### config.mk
export PLATFORM = sky130hd
export DESIGN_NAME = xmb_strobe_seq
export DESIGN_NICKNAME = d
export VERILOG_FILES = /design/src/rtl/xmb_pkg.sv /design/src/rtl/xmb_phase_gen.sv /design/src/rtl/xmb_cycle_ctl.sv /design/src/rtl/xmb_strobe_gen.sv /design/src/rtl/xmb_rd_capture.sv /design/src/rtl/xmb_strobe_seq.sv
export SDC_FILE = /design/constraint.sdc
export NUM_CORES = 1
export LEC_CHECK = 0
export BUFFER_PORTS_ARGS = -buffer_cell sky130_fd_sc_hd__clkbuf_2
export CELL_PAD_IN_SITES_DETAIL_PLACEMENT = 0
export CELL_PAD_IN_SITES_GLOBAL_PLACEMENT = 1
export CORE_MARGIN = 2
export CORE_UTILIZATION = 40
export CTS_CLUSTER_DIAMETER = 60
export DETAILED_ROUTE_END_ITERATION = 7
export HOLD_SLACK_MARGIN = 0.1
export PLACE_DENSITY = 0.88
export SKIP_LAST_GASP = 1
export SLEW_MARGIN = 20
export SYNTH_ARGS = -nofsm -noshare
export SYNTH_HDL_FRONTEND = slang
export SYNTH_SLANG_ARGS = --single-unit
### constraint.sdc
create_clock -name clk -period 7 [get_ports clk]
set_input_delay 1.05 -clock clk [delete_from_list [all_inputs] [get_ports clk]]
set_output_delay 1.05 -clock clk [all_outputs]
set_load 0.05 [all_outputs]
### src/rtl/xmb_pkg.sv
package xmb_pkg;
  localparam int STATES  = 6;
  localparam int PHASES  = 2;
  localparam int MC_LEN  = STATES * PHASES;
  localparam int HALF    = MC_LEN / 2;
  localparam int IDX_W   = $clog2(MC_LEN);
  // latch pulse starts at phase 2 of state 1 and of state 4
  localparam int ALE_A   = 1;
  localparam int ALE_B   = ALE_A + 3 * PHASES;
  localparam int STB_ON  = MC_LEN - PHASES;   // strobe start in first data cycle
  localparam int STB_OFF = HALF;              // strobe ends before this in second

  typedef enum logic [1:0] {
    XOP_FETCH  = 2'd0,
    XOP_TABLE  = 2'd1,
    XOP_DREAD  = 2'd2,
    XOP_DWRITE = 2'd3
  } xop_e;

  typedef enum logic [1:0] {
    ROLE_PLAIN = 2'd0,
    ROLE_TABLE = 2'd1,
    ROLE_DATA1 = 2'd2,
    ROLE_DATA2 = 2'd3
  } role_e;

  function automatic logic in_slot_b(input logic [IDX_W-1:0] i);
    return int'(i) >= HALF;
  endfunction

  function automatic logic in_ale_win(input logic [IDX_W-1:0] i);
    return (int'(i) >= ALE_A && int'(i) < ALE_A + PHASES) ||
           (int'(i) >= ALE_B && int'(i) < ALE_B + PHASES);
  endfunction

  function automatic logic in_addr_win(input logic [IDX_W-1:0] i);
    return (int'(i) >= ALE_A - 1 && int'(i) < ALE_A + PHASES) ||
           (int'(i) >= ALE_B - 1 && int'(i) < ALE_B + PHASES);
  endfunction

  function automatic logic in_code_win(input logic [IDX_W-1:0] i);
    return (int'(i) >= ALE_A + PHASES && int'(i) < HALF) ||
           (int'(i) >= ALE_B + PHASES && int'(i) < MC_LEN);
  endfunction

  function automatic logic in_strobe_win(input role_e r, input logic [IDX_W-1:0] i);
    return (r == ROLE_DATA1 && int'(i) >= STB_ON) ||
           (r == ROLE_DATA2 && int'(i) < STB_OFF);
  endfunction

  function automatic logic in_data_hi_win(input role_e r, input logic [IDX_W-1:0] i);
    return (r == ROLE_DATA1 && int'(i) >= HALF) ||
           (r == ROLE_DATA2 && int'(i) < HALF);
  endfunction

  function automatic role_e role_of(input xop_e op);
    case (op)
      XOP_TABLE:              return ROLE_TABLE;
      XOP_DREAD, XOP_DWRITE:  return ROLE_DATA1;
      default:                return ROLE_PLAIN;
    endcase
  endfunction
endpackage

### src/rtl/xmb_phase_gen.sv
module xmb_phase_gen
  import xmb_pkg::*;
(
  input  logic             clk,
  input  logic             rst_n,
  output logic [IDX_W-1:0] idx,
  output logic             mc_end
);
  localparam logic [IDX_W-1:0] LAST = IDX_W'(MC_LEN - 1);

  always_ff @(posedge clk or negedge rst_n) begin
    if (!rst_n)          idx <= '0;
    else if (idx == LAST) idx <= '0;
    else                 idx <= idx + 1'b1;
  end

  assign mc_end = (idx == LAST);

  a_r1_idx_wraps: assert property (@(posedge clk) disable iff (!rst_n)
    mc_end |=> (idx == '0));
endmodule

### src/rtl/xmb_cycle_ctl.sv
module xmb_cycle_ctl
  import xmb_pkg::*;
#(
  parameter int AW = 16,
  parameter int DW = 8,
  localparam int HW = AW - DW
)(
  input  logic          clk,
  input  logic          rst_n,
  input  logic          mc_end,
  input  logic [1:0]    req_op,
  input  logic          req_wide,
  input  logic [AW-1:0] req_addr,
  input  logic [AW-1:0] req_pc,
  input  logic [DW-1:0] req_wdata,
  input  logic [HW-1:0] p2_val,
  input  logic          ale_off,
  input  logic          ext_exec,
  output logic          accept,
  output role_e         role,
  output logic          r_write,
  output logic          r_wide,
  output logic [AW-1:0] r_addr,
  output logic [AW-1:0] r_pc,
  output logic [DW-1:0] r_wdata,
  output logic [HW-1:0] r_p2,
  output logic          r_aoff,
  output logic          r_ext
);
  // a data access keeps its operands for the second cycle
  assign accept = mc_end && (role != ROLE_DATA1);

  always_ff @(posedge clk or negedge rst_n) begin
    if (!rst_n) begin
      role    <= ROLE_PLAIN;
      r_write <= 1'b0;
      r_wide  <= 1'b0;
      r_addr  <= '0;
      r_pc    <= '0;
      r_wdata <= '0;
      r_p2    <= '0;
      r_aoff  <= 1'b0;
      r_ext   <= 1'b0;
    end else if (mc_end) begin
      if (role == ROLE_DATA1) begin
        role <= ROLE_DATA2;
      end else begin
        role    <= role_of(xop_e'(req_op));
        r_write <= (xop_e'(req_op) == XOP_DWRITE);
        r_wide  <= req_wide;
        r_addr  <= req_addr;
        r_pc    <= req_pc;
        r_wdata <= req_wdata;
        r_p2    <= p2_val;
        r_aoff  <= ale_off;
        r_ext   <= ext_exec;
      end
    end
  end

  a_r3_second_cycle_follows: assert property (@(posedge clk) disable iff (!rst_n)
    (mc_end && role == ROLE_DATA1) |=> (role == ROLE_DATA2));
  a_r11_operands_held: assert property (@(posedge clk) disable iff (!rst_n)
    (mc_end && role == ROLE_DATA1) |=> ($stable(r_addr) && $stable(r_pc) && $stable(r_write)));
endmodule

### src/rtl/xmb_strobe_gen.sv
module xmb_strobe_gen
  import xmb_pkg::*;
#(
  parameter int AW = 16,
  parameter int DW = 8,
  localparam int HW = AW - DW
)(
  input  logic             clk,
  input  logic             rst_n,
  input  logic [IDX_W-1:0] idx,
  input  role_e            role,
  input  logic             r_write,
  input  logic             r_wide,
  input  logic [AW-1:0]    r_addr,
  input  logic [AW-1:0]    r_pc,
  input  logic [DW-1:0]    r_wdata,
  input  logic [HW-1:0]    r_p2,
  input  logic             r_aoff,
  input  logic             r_ext,
  output logic             ale,
  output logic             psen_n,
  output logic             rd_n,
  output logic             wr_n,
  output logic [DW-1:0]    ad_out,
  output logic             ad_oe,
  output logic [HW-1:0]    hi_out
);
  function automatic logic [AW-1:0] code_next(input logic [AW-1:0] pc);
    return pc + AW'(1);
  endfunction

  // named internal events, used by the assertions
  logic          slot_b, code_a, code_b, slot_code, slot_bus;
  logic          ale_ok, slot_has_ale, strobe, addr_drive, data_hi;
  logic [AW-1:0] slot_addr;

  always_comb begin
    slot_b       = in_slot_b(idx);
    code_a       = (role != ROLE_DATA2) && r_ext;
    code_b       = ((role == ROLE_PLAIN) || (role == ROLE_DATA2)) ? r_ext
                                                                 : (role == ROLE_TABLE);
    slot_code    = slot_b ? code_b : code_a;
    slot_bus     = slot_code || (slot_b && role == ROLE_DATA1);
    ale_ok       = r_ext || !r_aoff || (role != ROLE_PLAIN);
    slot_has_ale = slot_b || (role != ROLE_DATA2);
    if (!slot_b)
      slot_addr = r_pc;
    else if (role == ROLE_PLAIN || role == ROLE_DATA2)
      slot_addr = code_next(r_pc);
    else
      slot_addr = r_addr;
    strobe     = in_strobe_win(role, idx);
    addr_drive = in_addr_win(idx) && slot_bus;
    data_hi    = in_data_hi_win(role, idx);
  end

  assign ale    = in_ale_win(idx) && ale_ok && slot_has_ale;
  assign psen_n = !(in_code_win(idx) && slot_code);
  assign rd_n   = !(strobe && !r_write);
  assign wr_n   = !(strobe && r_write);
  assign ad_oe  = addr_drive || (strobe && r_write);
  assign ad_out = addr_drive            ? slot_addr[DW-1:0] :
                  (strobe && r_write)   ? r_wdata           : '0;
  assign hi_out = (data_hi && !r_wide)  ? r_p2 :
                  data_hi               ? r_addr[AW-1:DW] : slot_addr[AW-1:DW];

  a_r1_ale_rises_in_slot: assert property (@(posedge clk) disable iff (!rst_n)
    $rose(ale) |-> (int'(idx) == ALE_A || int'(idx) == ALE_B));
  a_r1_ale_two_periods: assert property (@(posedge clk) disable iff (!rst_n)
    $rose(ale) |=> ale);
  a_r7_code_read_bus_free: assert property (@(posedge clk) disable iff (!rst_n)
    !psen_n |-> !ad_oe);
  a_r9_one_strobe_only: assert property (@(posedge clk) disable iff (!rst_n)
    !(!rd_n && !wr_n));
  a_r9_bus_free_before_read: assert property (@(posedge clk) disable iff (!rst_n)
    $fell(rd_n) |-> (!ad_oe && !$past(ad_oe)));
  a_r9_write_drives_bus: assert property (@(posedge clk) disable iff (!rst_n)
    !wr_n |-> ad_oe);
endmodule

### src/rtl/xmb_rd_capture.sv
module xmb_rd_capture
  import xmb_pkg::*;
#(
  parameter int DW = 8
)(
  input  logic             clk,
  input  logic             rst_n,
  input  logic [IDX_W-1:0] idx,
  input  role_e            role,
  input  logic             r_write,
  input  logic [DW-1:0]    ad_in,
  output logic [DW-1:0]    rd_data,
  output logic             rd_valid
);
  logic take;
  assign take = (role == ROLE_DATA2) && !r_write && (int'(idx) == STB_OFF - 1);

  always_ff @(posedge clk or negedge rst_n) begin
    if (!rst_n) begin
      rd_data  <= '0;
      rd_valid <= 1'b0;
    end else begin
      rd_valid <= take;
      if (take) rd_data <= ad_in;
    end
  end

  a_r10_single_valid: assert property (@(posedge clk) disable iff (!rst_n)
    rd_valid |=> !rd_valid);
endmodule

### src/rtl/xmb_strobe_seq.sv
module xmb_strobe_seq
  import xmb_pkg::*;
#(
  parameter int AW = 16,
  parameter int DW = 8,
  localparam int HW = AW - DW
)(
  input  logic          clk,
  input  logic          rst_n,
  input  logic [1:0]    req_op,
  input  logic          req_wide,
  input  logic [AW-1:0] req_addr,
  input  logic [AW-1:0] req_pc,
  input  logic [DW-1:0] req_wdata,
  input  logic [HW-1:0] p2_val,
  input  logic          ale_off,
  input  logic          ext_exec,
  input  logic [DW-1:0] ad_in,
  output logic          accept,
  output logic          mc_end,
  output logic          ale,
  output logic          psen_n,
  output logic          rd_n,
  output logic          wr_n,
  output logic [DW-1:0] ad_out,
  output logic          ad_oe,
  output logic [HW-1:0] hi_out,
  output logic [DW-1:0] rd_data,
  output logic          rd_valid
);
  logic [IDX_W-1:0] idx;
  role_e            role;
  logic             r_write, r_wide, r_aoff, r_ext;
  logic [AW-1:0]    r_addr, r_pc;
  logic [DW-1:0]    r_wdata;
  logic [HW-1:0]    r_p2;

  xmb_phase_gen u_phase (
    .clk(clk), .rst_n(rst_n), .idx(idx), .mc_end(mc_end)
  );

  xmb_cycle_ctl #(.AW(AW), .DW(DW)) u_ctl (
    .clk(clk), .rst_n(rst_n), .mc_end(mc_end),
    .req_op(req_op), .req_wide(req_wide), .req_addr(req_addr), .req_pc(req_pc),
    .req_wdata(req_wdata), .p2_val(p2_val), .ale_off(ale_off), .ext_exec(ext_exec),
    .accept(accept), .role(role), .r_write(r_write), .r_wide(r_wide),
    .r_addr(r_addr), .r_pc(r_pc), .r_wdata(r_wdata), .r_p2(r_p2),
    .r_aoff(r_aoff), .r_ext(r_ext)
  );

  xmb_strobe_gen #(.AW(AW), .DW(DW)) u_stb (
    .clk(clk), .rst_n(rst_n), .idx(idx), .role(role), .r_write(r_write),
    .r_wide(r_wide), .r_addr(r_addr), .r_pc(r_pc), .r_wdata(r_wdata),
    .r_p2(r_p2), .r_aoff(r_aoff), .r_ext(r_ext),
    .ale(ale), .psen_n(psen_n), .rd_n(rd_n), .wr_n(wr_n),
    .ad_out(ad_out), .ad_oe(ad_oe), .hi_out(hi_out)
  );

  xmb_rd_capture #(.DW(DW)) u_rdc (
    .clk(clk), .rst_n(rst_n), .idx(idx), .role(role), .r_write(r_write),
    .ad_in(ad_in), .rd_data(rd_data), .rd_valid(rd_valid)
  );

  a_r10_valid_after_strobe: assert property (@(posedge clk) disable iff (!rst_n)
    rd_valid |-> ($past(!rd_n) && rd_n));
  a_r11_no_accept_after_first_data: assert property (@(posedge clk) disable iff (!rst_n)
    (accept && req_op[1]) |=> (!accept until_with mc_end));
endmodule

==> out/metrics.yaml, run 1 <==
run_status:
  status: "finished clean"
finish:
  mostFrequentLayoutCell: "clkbuf_2"
  fill_cells: 851
  seq_area_sq_um: 1680
  syn_to_final_growth_pct: 20.6
  mostFrequentLayoutCells: "clkbuf_2 (93), dfrtp_1 (67), nand2_1 (46)"
  design_area_sq_um: 4390
  final_core_util_pct: 50.1
  n_antenna_cell: 0
  drive_above_1_share_pct: 34.4
  multiInputGateArea_sq_um: 1850
  nets: 525
logic_synthesis:
  syn_area_sq_um: 3640
  synth_ff_type: "dfrtp_1"
  postSynthAreaPerCell_sq_um: 9.98
  yosysTopAreaCell: "dfrtp_1"
  syn_nets: 437
  yosysWarnings: 0
  synth-edff-count: 0
  synth_top_area_share_pct: 46.0
  synth_seq_cells: 67
  ys_types: 48
  yosys-top-cells-area: "dfrtp_1 (46%), mux2_2 (13%), nand2_1 (4.7%), ha_1 (3.1%), a21oi_1 (3.0%)"
  netlist_instances: 365
  asyncSetResetFlopFracSynth_pct: 100
  ys_seq_area_share_pct: 46.0
cts:
  clk_pin_slew_ns: 0.07
  clockBufferDepth: 2
  cts_setup_buffers: 0
  postCtsHoldBufs: 0
  cts_resized: 0
  cts-root-buf: "clkbuf_8"
  htree_levels: 3
  tritoncts: "yes"
  clkLatencyLatePin_ns: 0.34
  cts_buffers: 9
  cts.sinks: 67
grt:
  grt_pass1_wl_um: 14300
  grt_overflow: 0
  first_global_vias: 2977
  antenna_found_initial: 0
  grt.total_usage_pct: 18.2
  grt_max_degree: 68
sta:
  fin_worst_skew_ns: 0.00548
  rsz0062_at_grt: "no"
  max_freq_mhz: 244
  whs_ns: 0.481
  finalCritPeriodShare_pct: 58.5
  hold_viol_final: 0
  final_max_slew_viol_count: 0
  tns_ns: 0
  setup_viol: 0
  worst_pin_slew_ns: 0.860
  period_minus_slack_ns: 4.10
  maxSlewHeadroom_pct: 42.7
die:
  dieArea_sq_um: 9890
  io_pins: 95
  start_util_pct: 41.6
  num_rows: 34
  die_h_um: 99.4
  fp.dieW_um: 99.4
  coreArea_sq_um: 8760
pwr:
  ir_drop_uv: 135
  power_density_nw_per_um2: 256
  p_leak_uw: 0.00200
  power_uw: 1130
placed_design:
  gp_congestion: 0.756
  place_area_sq_um: 4190
  post-dp-hpwl_um: 6210
  numPortBuffers: 94
setup_path:
  cp-start-kind: "register"
  reg2reg_slack_ns: 4.74
  critPathKind: "reg -> out"
  end_kind: "output pin"
  cp.arrival_ns: 3.05
  required_ns: 5.95
  worst-path-max-fanout: 27
detailed_routing:
  wl_per_cell_um: 15.6
  drtAntennaViolNets: 0
  wirelength_um: 8830
  drt-pass1-iter-count: 6
  drt_iter0_markers: 166
  drcViolationCount: 0
  vias: 3060
  vias_per_cell: 5.42
run:
  max_cap_violations: 0
hold_path:
  hold_class: "reg -> reg"
-- report_power, final --
| part | internal [uW] | total, uW | switching (uW) |
|---|---|---|---|
| Sequential | 438 | 485 | 47.6 |
| Combinational | 106 | 317 | 212 |
| Clock | 182 | 322 | 141 |
-- area by class of cell --
cell class                 count  area share (%)
clock inverter                 2           0.797
timing repair buffer          97            11.2
multi-input combinational    265            42.0
inverter                      13            1.11
tap                          108            3.08
sequential                    67            38.2
clock buffer                  13            3.62
-- worst max-delay path, stage by stage (launching register included) --
cell      delay [ns]
dfrtp_1         0.37
inv_1           0.08
ha_1            0.86
a31oi_1         0.20
o22ai_2         0.59
nand3_1         0.16
o31ai_1         0.11
clkbuf_2        0.33
-- layer usage --
| metal | vias up | track usage [%] | wire length, um |
|---|---|---|---|
| met5 | - | 0 | 0 |
| met4 | 0 | 5.69 | 85 |
| met3 | 6 | 5.27 | 807 |
| met2 | 112 | 27.3 | 3900 |
| met1 | 1461 | 25.6 | 4030 |
| li1 | 1481 | - | - |
-- registers in the layout, indices dropped and copies added, names as in the netlist, 2 cells and up --
register / cells
u_ctl.r_addr: 16
u_ctl.r_p2: 8
u_ctl.r_pc: 16
u_ctl.r_wdata: 8
u_ctl.role: 2
u_phase.idx: 4
u_rdc.rd_data: 8
-- path summary, 6_finish.rpt --
check	from	end	cells after the start
max	u_ctl.role[0]	ad_out[3]	7
min	u_rdc.rd_data[5]	u_rdc.rd_data[5]	2
max reg2reg	u_phase.idx[1]	u_ctl.r_addr[5]	5
min reg2reg	u_rdc.rd_data[5]	u_rdc.rd_data[5]	2
max in group asynchronous	rst_n	u_ctl.r_addr[7]	2
min in group asynchronous	rst_n	u_ctl.r_p2[7]	2
-- synthesized netlist by cell type, drive strengths merged (9+ instances only) --
cell    instances
dfrtp          67
mux2           49
nand2          46
a21oi          22
nand3          22
nor2           17
o21ai          15
inv            12
nor3           11
buf            10
clkbuf         10
mux2i          10
ha              9
-- through the flow --
stage / setup slack (ns) / cells
3_3_place_gp: 2.99 / 550
2_1_floorplan: 3.08 / 365
3_5_place_dp: 2.85 / 550
5_1_grt: 2.64 / 565
6_report: 2.90 / 565
4_1_cts: 2.47 / 565
-- kinds of logic (layout without fill, tap and decap cells) --
kind of cell             Yosys count  count (layout)  synth area share, %
multiplexers                      59              59                 17.9
buffers and inverters             33             125                 3.67
AO/OA/AOI/OAI                     70              70                 12.2
flip-flops                        67              67                 46.0
AND/OR/NAND/NOR                  125             125                 16.7
adder cells (fa/ha/maj)            9               9                 3.09
XOR/XNOR                           2               2                0.481
(Power assumes the default switching activity.)
==> inputs of run 2 (changes only) <==
--- a/config.mk
+++ b/config.mk
@@ -9,11 +9,11 @@
 export CELL_PAD_IN_SITES_DETAIL_PLACEMENT = 0
 export CELL_PAD_IN_SITES_GLOBAL_PLACEMENT = 1
 export CORE_MARGIN = 2
-export CORE_UTILIZATION = 40
+export CORE_UTILIZATION = 36
 export CTS_CLUSTER_DIAMETER = 60
 export DETAILED_ROUTE_END_ITERATION = 7
 export HOLD_SLACK_MARGIN = 0.1
-export PLACE_DENSITY = 0.88
+export PLACE_DENSITY = 0.84
 export SKIP_LAST_GASP = 1
 export SLEW_MARGIN = 20
 export SYNTH_ARGS = -nofsm -noshare
==> constraint.sdc (replaced) <==
create_clock -name clk -period 3.4 [get_ports clk]
set_input_delay 0.51 -clock clk [delete_from_list [all_inputs] [get_ports clk]]
set_output_delay 0.51 -clock clk [all_outputs]
set_load 0.05 [all_outputs]
==> out/metrics.yaml, run 2 (synthesized netlist as in run 1, its figures left out) <==
die:
  dieArea_sq_um: 10900
  die_h_um: 105
  io_pins: 95
  num_rows: 36
  coreArea_sq_um: 9820
  start_util_pct: 37.1
  fp.dieW_um: 105
cts:
  htree_levels: 3
  cts_buffers: 9
  clkLatencyLatePin_ns: 0.34
  clk_pin_slew_ns: 0.07
  tritoncts: "yes"
  cts-root-buf: "clkbuf_8"
  cts.sinks: 67
  postCtsHoldBufs: 0
  clockBufferDepth: 2
setup_path:
  worstReg2RegEnd: "u_ctl.r_addr[14]"
  path_delay_family: "simple AND/OR/NAND/NOR gates"
  critPathKind: "reg -> out"
  cp.arrival_ns: 2.71
  reg2reg_slack_ns: 1.27
  slowest_stage: "or4_1"
  required_ns: 2.89
  cp_num_buf_inv: 1
  rr_worst_depth: 5
  end_kind: "output pin"
  slowest_delay_ns: 0.56
  crit_path_cell_trace: "ha_1 -> nand3_4 -> or4_1 -> or3_1 -> a21oi_1 -> a2bb2oi_1 -> buf_2"
  worst-path-max-fanout: 9
  cp-start-kind: "register"
  r2r_start: "u_phase.idx[1]"
sta:
  hold_viol_final: 0
  final_max_slew_viol_count: 0
  period_minus_slack_ns: 3.22
  worst_pin_slew_ns: 0.840
  setup_ws_ns: 0.183
  setup_viol: 0
  max_freq_mhz: 311
  finalCritPeriodShare_pct: 94.6
  rsz0062_at_grt: "yes"
  tns_ns: 0
  maxSlewHeadroom_pct: 44.0
  fin_worst_skew_ns: 0.00660
detailed_routing:
  vias: 3044
  drt-pass1-iter-count: 4
  drt_iter0_markers: 90
  drcViolationCount: 0
  vias_per_cell: 5.11
  drtAntennaViolNets: 0
  wirelength_um: 8850
  wl_per_cell_um: 14.8
finish:
  drive_above_1_share_pct: 35.6
  reg_top3: "u_ctl.r_addr (16), u_ctl.r_pc (16)"
  mostFrequentLayoutCells: "clkbuf_2 (92), dfrtp_1 (67), nand2_1 (46)"
  syn_to_final_growth_pct: 23.0
  nets: 530
  mostFrequentLayoutCell: "clkbuf_2"
  n_antenna_cell: 0
hold_path:
  hold_class: "in -> async"
grt:
  grt_max_degree: 40
  grt_overflow: 0
  antenna_found_initial: 0
  grt.total_usage_pct: 16.9
  first_global_vias: 3034
  grt_pass1_wl_um: 14800
placed_design:
  post-dp-hpwl_um: 6650
  gp_congestion: 0.798
  numPortBuffers: 94
  place_ws_ns: 0.508
pwr:
  power_uw: 2370
  ir_drop_uv: 250
  power_density_nw_per_um2: 529
  p_leak_uw: 0.00204
run_status:
  status: "finished clean"
run:
  max_cap_violations: 0
## run 2: worst register-to-register path, cell delays in order (launching register included)
cell	delay, ns
dfrtp_1	0.46
ha_1	0.30
nand3b_1	0.30
nor2_4	0.17
buf_4	0.36
mux2_2	0.42
## run 2: final cells by class
cell class	count	area (sq um)
inverter	13	48.8
fill	993	5340
timing repair buffer	102	531
multi-input combinational	265	1840
sequential	67	1680
tap	133	166
clock buffer	9	124
clock inverter	7	92.6
## run 2: worst max-delay path by stage
stage | startpoint | endpoint | slack [ns] | cells past startpoint
finish | u_ctl.r_pc[0] | hi_out[6] | 0.18 | 7
detailed placement | u_ctl.r_pc[0] | hi_out[6] | 0.51 | 7
global route | u_ctl.r_pc[0] | hi_out[6] | -0.007 | 7
global placement | u_ctl.r_pc[0] | hi_out[6] | 0.54 | 7
floorplan | u_ctl.role[0] | ad_out[6] | 0.02 | 6
CTS | u_ctl.r_pc[0] | hi_out[6] | 0.12 | 7
## run 2: per-stage QoR
step	instances	utilization, %	hold slack (ns)	instance area (sq um)
finish	596	45.6	0.264	4480
global route	596	45.6	0.327	4480
CTS	596	45.6	0.291	4480
detailed placement	580	43.4	0.462	4260
global placement	580	43.4	0.458	4260
floorplan	365	-	0.214	3640
## run 2: per-layer routing
layer / routed length, um / GRT usage [%] / share of wire [%] / vias up
met5: 0 / 0 / 0 / -
met2: 3960 / 26.1 / 45 / 88
met4: 135 / 5.43 / 1.5 / 0
met3: 679 / 5.86 / 7.7 / 12
li1: - / - / - / 1501
met1: 4080 / 22.2 / 46 / 1443
## run 2: power breakdown
part | switching [uW] | leakage (uW) | internal (uW) | total [uW]
logic | 435 | 0.00114 | 222 | 657
clock network | 308 | 0.000113 | 411 | 720
registers | 95.5 | 0.000788 | 901 | 997
total | 839 | 0.00204 | 1530 | 2370
## run 2: timing repair
action | in CTS | in global routing
buffers inserted | 0 | 0
setup endpoints to repair | 0 | 2
resized for setup | 0 | 2
